===== src/rtl/uart_rx_pkg.sv =====
// Package: shared types for the address-filtering serial receiver.
// Assumes: none; holds only the framer state encoding.
package uart_rx_pkg;

    typedef enum logic [1:0] {
        RX_IDLE  = 2'd0,
        RX_START = 2'd1,
        RX_DATA  = 2'd2,
        RX_STOP  = 2'd3
    } rx_state_t;

endpackage


===== src/rtl/rx_sync.sv =====
// Module: rx_sync
// Brings the asynchronous serial line into the clock domain through a chain
// of flops. Assumes the line idles high, so every stage resets to 1.
module rx_sync #(
    parameter int STAGES = 2
) (
    input  logic clk_i,
    input  logic rst_ni,
    input  logic async_i,
    output logic sync_o
);

    logic [STAGES-1:0] chain_q;

    generate
        if (STAGES == 1) begin : g_single
            // single-stage capture
            always_ff @(posedge clk_i) begin
                if (!rst_ni) chain_q <= 1'b1;
                else         chain_q <= async_i;
            end
        end else begin : g_multi
            // shift the line value along the chain
            always_ff @(posedge clk_i) begin
                if (!rst_ni) chain_q <= '1;
                else         chain_q <= {chain_q[STAGES-2:0], async_i};
            end
        end
    endgenerate

    assign sync_o = chain_q[STAGES-1];

endmodule


===== src/rtl/rx_framer.sv =====
// Module: rx_framer
// Detects a start bit, times each bit with the oversampling tick, reads
// every bit once at its centre and assembles the word LSB first.
// Assumes: tick_i is a one-cycle strobe at OVS times the bit rate, and the
// synchronized line idles high. The word length is latched at start
// detection, so a change in nine_bit_i mid-word does not disturb that word.
module rx_framer
    import uart_rx_pkg::*;
#(
    parameter int OVS    = 16,
    parameter int DATA_W = 9
) (
    input  logic              clk_i,
    input  logic              rst_ni,
    input  logic              tick_i,
    input  logic              rx_s_i,
    input  logic              nine_bit_i,
    output logic              done_o,
    output logic [DATA_W-1:0] word_o,
    output logic              word_nine_o,
    output logic              stop_bad_o
);

    localparam int              CW        = $clog2(OVS);
    localparam int              IW        = $clog2(DATA_W + 1);
    localparam logic [CW-1:0]   CNT_MID   = CW'(OVS / 2 - 1);
    localparam logic [CW-1:0]   CNT_LAST  = CW'(OVS - 1);
    localparam logic [IW-1:0]   IDX_LONG  = IW'(DATA_W - 1);
    localparam logic [IW-1:0]   IDX_SHORT = IW'(DATA_W - 2);

    rx_state_t         state_q;
    logic [CW-1:0]     cnt_q;
    logic [IW-1:0]     idx_q;
    logic [DATA_W-1:0] shreg_q;
    logic              nine_q;
    logic [IW-1:0]     idx_end;

    // last bit index of the word being received
    always_comb begin
        idx_end = nine_q ? IDX_LONG : IDX_SHORT;
    end

    // bit timing, sampling and word hand-off
    always_ff @(posedge clk_i) begin
        if (!rst_ni) begin
            state_q     <= RX_IDLE;
            cnt_q       <= '0;
            idx_q       <= '0;
            shreg_q     <= '0;
            nine_q      <= 1'b0;
            done_o      <= 1'b0;
            word_o      <= '0;
            word_nine_o <= 1'b0;
            stop_bad_o  <= 1'b0;
        end else begin
            done_o <= 1'b0;
            case (state_q)
                RX_IDLE: begin
                    if (tick_i && !rx_s_i) begin
                        state_q <= RX_START;
                        cnt_q   <= '0;
                        nine_q  <= nine_bit_i;
                    end
                end
                RX_START: begin
                    if (tick_i) begin
                        if (cnt_q == CNT_MID) begin
                            cnt_q <= '0;
                            if (!rx_s_i) begin
                                state_q <= RX_DATA;
                                idx_q   <= '0;
                                shreg_q <= '0;
                            end else begin
                                state_q <= RX_IDLE;
                            end
                        end else begin
                            cnt_q <= cnt_q + 1'b1;
                        end
                    end
                end
                RX_DATA: begin
                    if (tick_i) begin
                        if (cnt_q == CNT_LAST) begin
                            cnt_q          <= '0;
                            shreg_q[idx_q] <= rx_s_i;
                            if (idx_q == idx_end) state_q <= RX_STOP;
                            else                  idx_q   <= idx_q + 1'b1;
                        end else begin
                            cnt_q <= cnt_q + 1'b1;
                        end
                    end
                end
                RX_STOP: begin
                    if (tick_i) begin
                        if (cnt_q == CNT_LAST) begin
                            cnt_q       <= '0;
                            state_q     <= RX_IDLE;
                            done_o      <= 1'b1;
                            word_o      <= shreg_q;
                            word_nine_o <= nine_q;
                            stop_bad_o  <= !rx_s_i;
                        end else begin
                            cnt_q <= cnt_q + 1'b1;
                        end
                    end
                end
                default: state_q <= RX_IDLE;
            endcase
        end
    end

endmodule


===== src/rtl/rx_qualify.sv =====
// Module: rx_qualify
// Holds the last word and its status, and decides whether a completed word
// pends the interrupt. Assumes done_i is a one-cycle pulse carrying a
// finished word. A completion takes priority over a read in the same cycle.
module rx_qualify #(
    parameter int DATA_W = 9
) (
    input  logic              clk_i,
    input  logic              rst_ni,
    input  logic              done_i,
    input  logic [DATA_W-1:0] word_i,
    input  logic              word_nine_i,
    input  logic              stop_bad_i,
    input  logic              addr_det_en_i,
    input  logic              parity_en_i,
    input  logic              rd_i,
    output logic [DATA_W-1:0] data_o,
    output logic              avail_o,
    output logic              overrun_o,
    output logic              frame_err_o,
    output logic              parity_err_o,
    output logic              pend_o
);

    logic top_bit;
    logic qualifies;
    logic odd_ones;

    // choose the address marker and work out qualification and parity
    always_comb begin
        top_bit   = word_nine_i ? word_i[DATA_W-1] : word_i[DATA_W-2];
        qualifies = !addr_det_en_i || top_bit;
        odd_ones  = ^word_i;
    end

    // register the word, its status flags and the pending request
    always_ff @(posedge clk_i) begin
        if (!rst_ni) begin
            data_o       <= '0;
            avail_o      <= 1'b0;
            overrun_o    <= 1'b0;
            frame_err_o  <= 1'b0;
            parity_err_o <= 1'b0;
            pend_o       <= 1'b0;
        end else if (done_i) begin
            data_o       <= word_i;
            avail_o      <= 1'b1;
            overrun_o    <= (overrun_o || avail_o) && !rd_i;
            frame_err_o  <= stop_bad_i;
            parity_err_o <= parity_en_i && !addr_det_en_i && odd_ones;
            pend_o       <= (pend_o && !rd_i) || qualifies;
        end else if (rd_i) begin
            avail_o   <= 1'b0;
            overrun_o <= 1'b0;
            pend_o    <= 1'b0;
        end
    end

endmodule


===== src/rtl/uart_addr_rx.sv =====
// Module: uart_addr_rx
// Top of the serial receiver with address-marked interrupt filtering.
// Assumes: tick_i comes from an external baud generator at OVS times the
// bit rate. Parity and address filtering are exclusive: with filtering on,
// the top bit is the address marker and the parity flag stays clear.
module uart_addr_rx #(
    parameter int OVS         = 16,
    parameter int DATA_W      = 9,
    parameter int SYNC_STAGES = 2
) (
    input  logic              clk_i,
    input  logic              rst_ni,
    input  logic              rx_i,
    input  logic              tick_i,
    input  logic              nine_bit_i,
    input  logic              addr_det_en_i,
    input  logic              parity_en_i,
    input  logic              per_ie_i,
    input  logic              glob_ie_i,
    input  logic              rd_pulse_i,
    output logic [DATA_W-1:0] data_o,
    output logic              avail_o,
    output logic              irq_o,
    output logic              overrun_o,
    output logic              frame_err_o,
    output logic              parity_err_o
);

    logic              rx_s;
    logic              w_done;
    logic [DATA_W-1:0] w_word;
    logic              w_nine;
    logic              w_stop_bad;
    logic              w_pend;

    rx_sync #(.STAGES(SYNC_STAGES)) u_sync (
        .clk_i   (clk_i),
        .rst_ni  (rst_ni),
        .async_i (rx_i),
        .sync_o  (rx_s)
    );

    rx_framer #(.OVS(OVS), .DATA_W(DATA_W)) u_framer (
        .clk_i       (clk_i),
        .rst_ni      (rst_ni),
        .tick_i      (tick_i),
        .rx_s_i      (rx_s),
        .nine_bit_i  (nine_bit_i),
        .done_o      (w_done),
        .word_o      (w_word),
        .word_nine_o (w_nine),
        .stop_bad_o  (w_stop_bad)
    );

    rx_qualify #(.DATA_W(DATA_W)) u_qual (
        .clk_i         (clk_i),
        .rst_ni        (rst_ni),
        .done_i        (w_done),
        .word_i        (w_word),
        .word_nine_i   (w_nine),
        .stop_bad_i    (w_stop_bad),
        .addr_det_en_i (addr_det_en_i),
        .parity_en_i   (parity_en_i),
        .rd_i          (rd_pulse_i),
        .data_o        (data_o),
        .avail_o       (avail_o),
        .overrun_o     (overrun_o),
        .frame_err_o   (frame_err_o),
        .parity_err_o  (parity_err_o),
        .pend_o        (w_pend)
    );

    // request leaves the block only while both enables are set
    always_comb begin
        irq_o = w_pend && per_ie_i && glob_ie_i;
    end

endmodule


===== config.mk =====
export PLATFORM = sky130hd
export DESIGN_NAME = uart_addr_rx
export DESIGN_NICKNAME = d
export VERILOG_FILES = /design/src/rtl/uart_rx_pkg.sv /design/src/rtl/rx_sync.sv /design/src/rtl/rx_framer.sv /design/src/rtl/rx_qualify.sv /design/src/rtl/uart_addr_rx.sv
export SDC_FILE = /design/constraint.sdc
export NUM_CORES = 1
export LEC_CHECK = 0
export ABC_AREA = 1
export BUFFER_PORTS_ARGS = -buffer_cell sky130_fd_sc_hd__buf_2
export CORE_AREA = 2 2 65 98
export CTS_CLUSTER_DIAMETER = 80
export CTS_CLUSTER_SIZE = 25
export DETAILED_ROUTE_END_ITERATION = 6
export DIE_AREA = 0 0 67 100
export PLACE_DENSITY = 0.65
export SYNTH_ARGS = -nofsm -noshare
export SYNTH_HDL_FRONTEND = slang
export SYNTH_SLANG_ARGS = --single-unit

===== constraint.sdc =====
create_clock -name clk_i -period 1.8 [get_ports clk_i]
set_input_delay 0 -clock clk_i [delete_from_list [all_inputs] [get_ports clk_i]]
set_output_delay 0 -clock clk_i [all_outputs]
set_load 0.005 [all_outputs]

# Word level (Yosys, flattened, before mapping)
# Cells that the tools add are included.
[word_totals]
regBits = 48
latchBits = 0
mem_bits_rw = 0
rom_bits = 0
in_bits = 10
out_inout_bits = 14
elab_cells = 102
mem_count = 0
[classes]
addsub = 2
n_mul = 0
div_mod_pow = 0
n_lt_le_gt_ge = 2
n_eq_ne = 17
n_shift = 0
n_mux = 39
bitwise = 0
n_reduce_logical = 26
[ops]
columns = ["operator", "count"]
rows = [
  ["4-bit two-way mux", 12],
  ["9-bit two-way mux", 5],
  ["2-bit two-way mux", 9],
  ["9-bit one-hot mux with 2 select lines", 1],
  ["2-bit by 1-bit != test with 1-bit output, second input constant", 6],
  ["4-bit one-hot mux with 3 select lines", 1],
  ["2-bit != test, second input constant", 5],
  ["9-bit bitwise mux", 1],
  ["3-bit AND reduction", 3],
  ["9-bit parity", 1],
  ["4-bit by 1-bit adder with 4-bit output, second input constant", 2],
  ["1-bit logical AND", 8],
  ["2-bit one-hot mux with 4 select lines", 1],
  ["4-bit one-hot mux with 2 select lines", 1],
  ["8-bit AND reduction", 1],
  ["1-bit two-way mux", 7],
  ["7-bit AND reduction", 1],
  ["6-bit AND reduction", 1],
  ["4-bit by 5-bit < comparator with 1-bit output, second input constant", 1],
  ["1-bit demux with 4-bit select", 1],
  ["2-bit equality test, second input constant", 2],
  ["4-bit by 3-bit equality test with 1-bit output, second input constant", 1],
  ["4-bit equality test", 1],
  ["4-bit equality test, second input constant", 1],
  ["8 further kinds", 13],
]

# Longest topological paths before layout
[logic_depth]
word_depth = 8
mapped_depth = 12
ltp_nobuf = 11

# By module
# A second synthesis with hierarchy kept.
[unflattened]
hier_cells = 324
hier_area_um2 = 2333.5
[by_module_without_submodules]
columns = ["module", "instances", "cells_per_inst", "area_per_inst_um2", "seq_area_each_um2"]
rows = [
  ["rx_framer", 1, 223, 1611.5, 640.6],
  ["rx_qualify", 1, 92, 653.1, 280.3],
  ["rx_sync", 1, 6, 55.1, 40.0],
  ["uart_addr_rx", 1, 3, 13.8, 0.0],
]

# Least setup slack after synthesis
# No wires, ideal clock.
[synth_path]
path_type = "register -> register"
startpoint = "register u_framer.cnt_q[0]"
endpoint = "register u_framer.shreg_q[1]"
setup_ns = 0.132
arrival_time_ns = 1.300
required_ns = 1.668
path_slack_ns = 0.368
stages_incl_launch_ff = 12
path_buffers = 1
period_less_slack_ns = 1.432
path_cell_list = "dfxtp_1 ha_1 nand2_1 o21ai_2 o21ai_2 inv_2 nand2_4 nor2_4 buf_6 nand2_1 nand2_1 a21oi_1"
[synth_between]
elab_chain_cells = 3
[synth_rtl]
columns = ["element", "line", "source"]
rows = [
  ["start, declared", "rx_framer.sv:32", "logic [CW-1:0] cnt_q;"],
  ["start signal, assigned", "rx_framer.sv:77", "cnt_q <= cnt_q + 1'b1;"],
  ["start signal, assigned", "rx_framer.sv:89", "cnt_q <= cnt_q + 1'b1;"],
  ["start signal, assigned", "rx_framer.sv:103", "cnt_q <= cnt_q + 1'b1;"],
  ["4-bit equality test / 4-bit by 3-bit equality test with 1-bit output (equally long branches)", "rx_framer.sv:83, rx_framer.sv:67", ""],
  ["2-bit by 1-bit != test with 1-bit output (no line)", "n/a", ""],
  ["6-bit AND reduction (no line) (*)", "n/a", ""],
  ["end signal, assigned by index", "rx_framer.sv:85", "shreg_q[idx_q] <= rx_s_i;"],
  ["end, declared", "rx_framer.sv:34", "logic [DATA_W-1:0] shreg_q;"],
]
# Every way passes the cells marked *; elsewhere a longest branch is shown, timed or not.
# A chain may end at the register's enable or synchronous reset.

# Final worst setup path
[layout_path]
startpoint = "register u_framer.cnt_q[0]"
endpoint = "register u_framer.idx_q[2]"
[layout_between]
elab_chain_cells = 3
[layout_rtl]
columns = ["element", "line", "source"]
rows = [
  ["4-bit equality test / 4-bit by 3-bit equality test with 1-bit output (equally long branches)", "rx_framer.sv:83, rx_framer.sv:67", ""],
  ["2-bit by 1-bit != test with 1-bit output (no line)", "n/a", ""],
  ["7-bit AND reduction (no line) (*)", "n/a", ""],
  ["end signal, assigned", "rx_framer.sv:87", "else idx_q <= idx_q + 1'b1;"],
  ["end, declared", "rx_framer.sv:33", "logic [IW-1:0] idx_q;"],
]
# Marked as above.

==> flow_metrics.env <==
export IMPL_worstPathCellList="ha_2 > nand2_2 > o21ai_2 > o21ai_2 > inv_2 > nand2_4 > nor2_4 > buf_4 > nand3_1 > a21oi_1"
export IMPL_fin_cells=430
export IMPL_die_area_um2=6700
export IMPL_finalPower_mw=1.966
export IMPL_syn_inst=323
export IMPL_die_w_um=67
export IMPL_worstMarginPinSlew_ns=0.3771
export IMPL_pin_count=24
export IMPL_start_kind="flop"
export IMPL_synth_cell_area_um2=2267
export IMPL_cts_tree="done"
export IMPL_crit_path_frequent_cell="o21ai_2"
export IMPL_num_vias=2123
export IMPL_synth_cell_type_count=27
export IMPL_r2r_end="u_framer.idx_q[2]$_SDFFE_PN0P_"
export IMPL_ys_warn_count=0
export IMPL_endpoint_kind="flop"
export IMPL_dr_pass1_iters=6
export IMPL_port_buffers=23
export IMPL_synthArstFlopShare_pct=0
export IMPL_cp_max_fo=7
export IMPL_antenna_found_initial=0
export IMPL_clockBufferDepth=2
export IMPL_fmax_mhz=608.1
export IMPL_crit_cells=10
export IMPL_arrival_ns=1.88
export IMPL_cp_startpoint="u_framer.cnt_q[0]$_SDFFE_PN0P_"
export IMPL_yosysMostFrequentCell="nand2_1"
export IMPL_switching_share_pct=21.09
export IMPL_slew_headroom_pct=74.83
export IMPL_synth_top_area_share_pct=42.38
export IMPL_clk_pin_slew_ns=0.09
export IMPL_numCtsBuffers=5
export IMPL_holdCritPathClass="input pin to flop"
export IMPL_dp_hpwl_um=3697
export IMPL_setup_tns_ns=0
export IMPL_worst_path_buf_inv=2
export IMPL_globalRouteTotalUtil_pct=15.53
export IMPL_p_per_area_nw_per_um2=739.8
export IMPL_power_leakage_nw=1.108
export IMPL_coreArea_um2=5956
export IMPL_period_needed_ns=1.644
export IMPL_r2r_slack_ns=0.16
export IMPL_timing_final_ws_setup_ns=0.1555
export IMPL_root_buffer="clkbuf_8"
export IMPL_worst_skew_pair_late_latency_ns=0.30
export IMPL_grt_pass1_wl_um=8093
export IMPL_finalClockSkew_ns=0.006290
export IMPL_first_iter_violations=104
export IMPL_dp_cells=415
export IMPL_finalMaxSlewViolations=0
export IMPL_r2r_cells=10
export IMPL_place_congestion=0.9327
export IMPL_synth_area_leaders="dfxtp_1, nand2_1, a21oi_1"
export IMPL_antenna_cells=0
export IMPL_worstSetupEndpoint="u_framer.idx_q[2]$_SDFFE_PN0P_"
export IMPL_yosysSeqAreaShare_pct=42.38
export IMPL_cp_required_ns=2.03
export IMPL_pwr_share_comb_pct=4.2
export IMPL_crit_slowest_cell="dfxtp_2"
export IMPL_cap_violations=0
export IMPL_row_count=35
export IMPL_p_switching_mw=0.4146
export IMPL_syn_avg_cell_area_um2=7.019
export IMPL_drc=0
export IMPL_synth_top_cell_by_area="dfxtp_1"
export IMPL_dpl_cell_area_um2=2456
export IMPL_clock_sinks=48
export IMPL_dieHeight_um=100
export IMPL_first_global_vias=1954
export IMPL_fin_crit_sh_pct=91.36
export IMPL_drtAntennaViolNets=0
export IMPL_htree_levels=2
export IMPL_start_util_pct=38.07
export IMPL_grt_max_degree=32
export IMPL_viasPerCell=4.937
export IMPL_final_nets=370
export IMPL_p_seq_share_pct=54.4
export IMPL_wl_um=4881
export IMPL_drive_above_1_share_pct=16.57
export IMPL_ys_ff_latch=48
export IMPL_max_stage_delay_ns=0.36
export IMPL_setup_viol=0
export IMPL_area_growth_pct=17.22
export IMPL_ys_flop_type="dfxtp_1"
export IMPL_cpLargestDelayFamily="compound AO/OA/AOI/OAI gates"
export IMPL_synth_edf_count=0
export IMPL_design_area_um2=2658
export IMPL_synth_common_cells="nand2_1, dfxtp_1, a21oi_1"
export IMPL_hold_viol=0
export IMPL_timing_rr_start="u_framer.cnt_q[0]$_SDFFE_PN0P_"
export IMPL_syn_nets=338
export IMPL_place_ws_ns=0.1210
export IMPL_internal_power_mw=1.551
export IMPL_vdd_drop_max_mv=0.4027
export IMPL_wl_per_cell_um=11.35
export IMPL_grt_overflow_total=0
export IMPL_fill_cells=623
export IMPL_status="completed"
export IMPL_critical_path_class="flop to flop"
export IMPL_clkPwrFrac_pct=41.4
==> registers in the layout (all words and copies together) (netlist names), 2 cells and up, named ones only <==
register and flops:
u_qual.data_o 9, u_framer.word_o 9, u_framer.cnt_q 4, u_framer.shreg_q 9, u_sync.chain_q 2, u_framer.idx_q 4
==> logic make-up after synthesis <==
logic type	Yosys count	synth area share, %
buffers and inverters	50	8.940
adder cells (fa/ha/maj)	5	2.759
flip-flops	48	42.38
AO/OA/AOI/OAI	79	18.10
AND/OR/NAND/NOR	138	26.66
XOR/XNOR	3	1.159
==> placed cells by master, fill, tap and decap left out, types with 2 or more instances in the layout <==
cell type,Yosys,final
nand3_1,26,26
o21ai_2,2,2
inv_2,4,4
dfxtp_2,0,2
nor2_4,1,3
xor2_1,2,2
o21ai_0,33,32
inv_1,37,37
buf_2,0,23
or2_2,3,3
o21ai_1,1,2
dlygate4sd3_1,0,4
nor2_1,23,23
nand2_1,71,70
a21oi_1,40,40
nand4_1,5,5
ha_1,5,4
nand2_2,1,2
buf_4,0,7
clkbuf_8,0,6
nor2_2,5,3
dfxtp_1,48,46
==> worst register-to-register path: stages, from the launching register on <==
cell and delay, ns:
dfxtp_2 0.36, ha_2 0.19, nand2_2 0.09, o21ai_2 0.17, o21ai_2 0.10, inv_2 0.07, nand2_4 0.06, nor2_4 0.18
buf_4 0.15, nand3_1 0.07, a21oi_1 0.14
==> routing by layer <==
| metal | GRT usage [%] | vias to the layer above | share of wire [%] |
|---|---|---|---|
| met3 | 2.803 | 8 | 2.0 |
| met5 | 0 | - | 0 |
| met1 | 15.47 | 969 | 40 |
| li1 | - | 1119 | - |
| met2 | 29.70 | 27 | 56 |
| met4 | 7.221 | 0 | 2.0 |
==> power groups by stage <==
stage | clock, mW | sequential [mW] | combinational, mW
global route | 0.874 | 1.07 | 0.0926
CTS | 0.837 | 1.07 | 0.0817
finish | 0.814 | 1.07 | 0.0823
global placement | 0 | 1.09 | 0.0737
detailed placement | 0 | 1.09 | 0.0747
floorplan | 0 | 1.09 | 0.0489
==> cell type report <==
class	instances	area [um^2]	area share (%)
multi-input cells	225	1119	42.09
clock buffers	6	82.58	3.107
repair buffers	34	207.7	7.815
inverters	41	153.9	5.791
flip-flops and latches	48	963.4	36.25
clock inverters	2	38.79	1.460
well taps	74	92.59	3.484
==> what timing repair did <==
| action | in CTS | in global routing |
|---|---|---|
| resized for setup | 0 | 7 |
| setup buffers | 0 | 3 |
| setup endpoints to repair | 0 | 20 |
| hold endpoints to repair | 6 | 0 |
| hold buffers | 4 | 0 |
==> how the worst min path moves through the flow <==
stage	endpoint	startpoint	cells after the start
finish	u_framer.nine_q$_SDFFE_PN0P_	tick_i	3
global route	u_framer.nine_q$_SDFFE_PN0P_	tick_i	3
CTS	u_framer.nine_q$_SDFFE_PN0P_	tick_i	3
detailed placement	u_sync.chain_q[0]$_SDFF_PN1_	rx_i	2
global placement	u_sync.chain_q[0]$_SDFF_PN1_	rx_i	2
floorplan	u_sync.chain_q[0]$_SDFF_PN1_	rx_i	1
==> metrics by stage <==
stage	hold slack (ns)	utilization, %
global route	0.06050	44.62
floorplan	0.1066	-
global placement	0.1854	41.24
detailed placement	0.1923	41.24
CTS	0.03922	43.95
finish	0.04780	44.62
(Power assumes the default switching activity.)
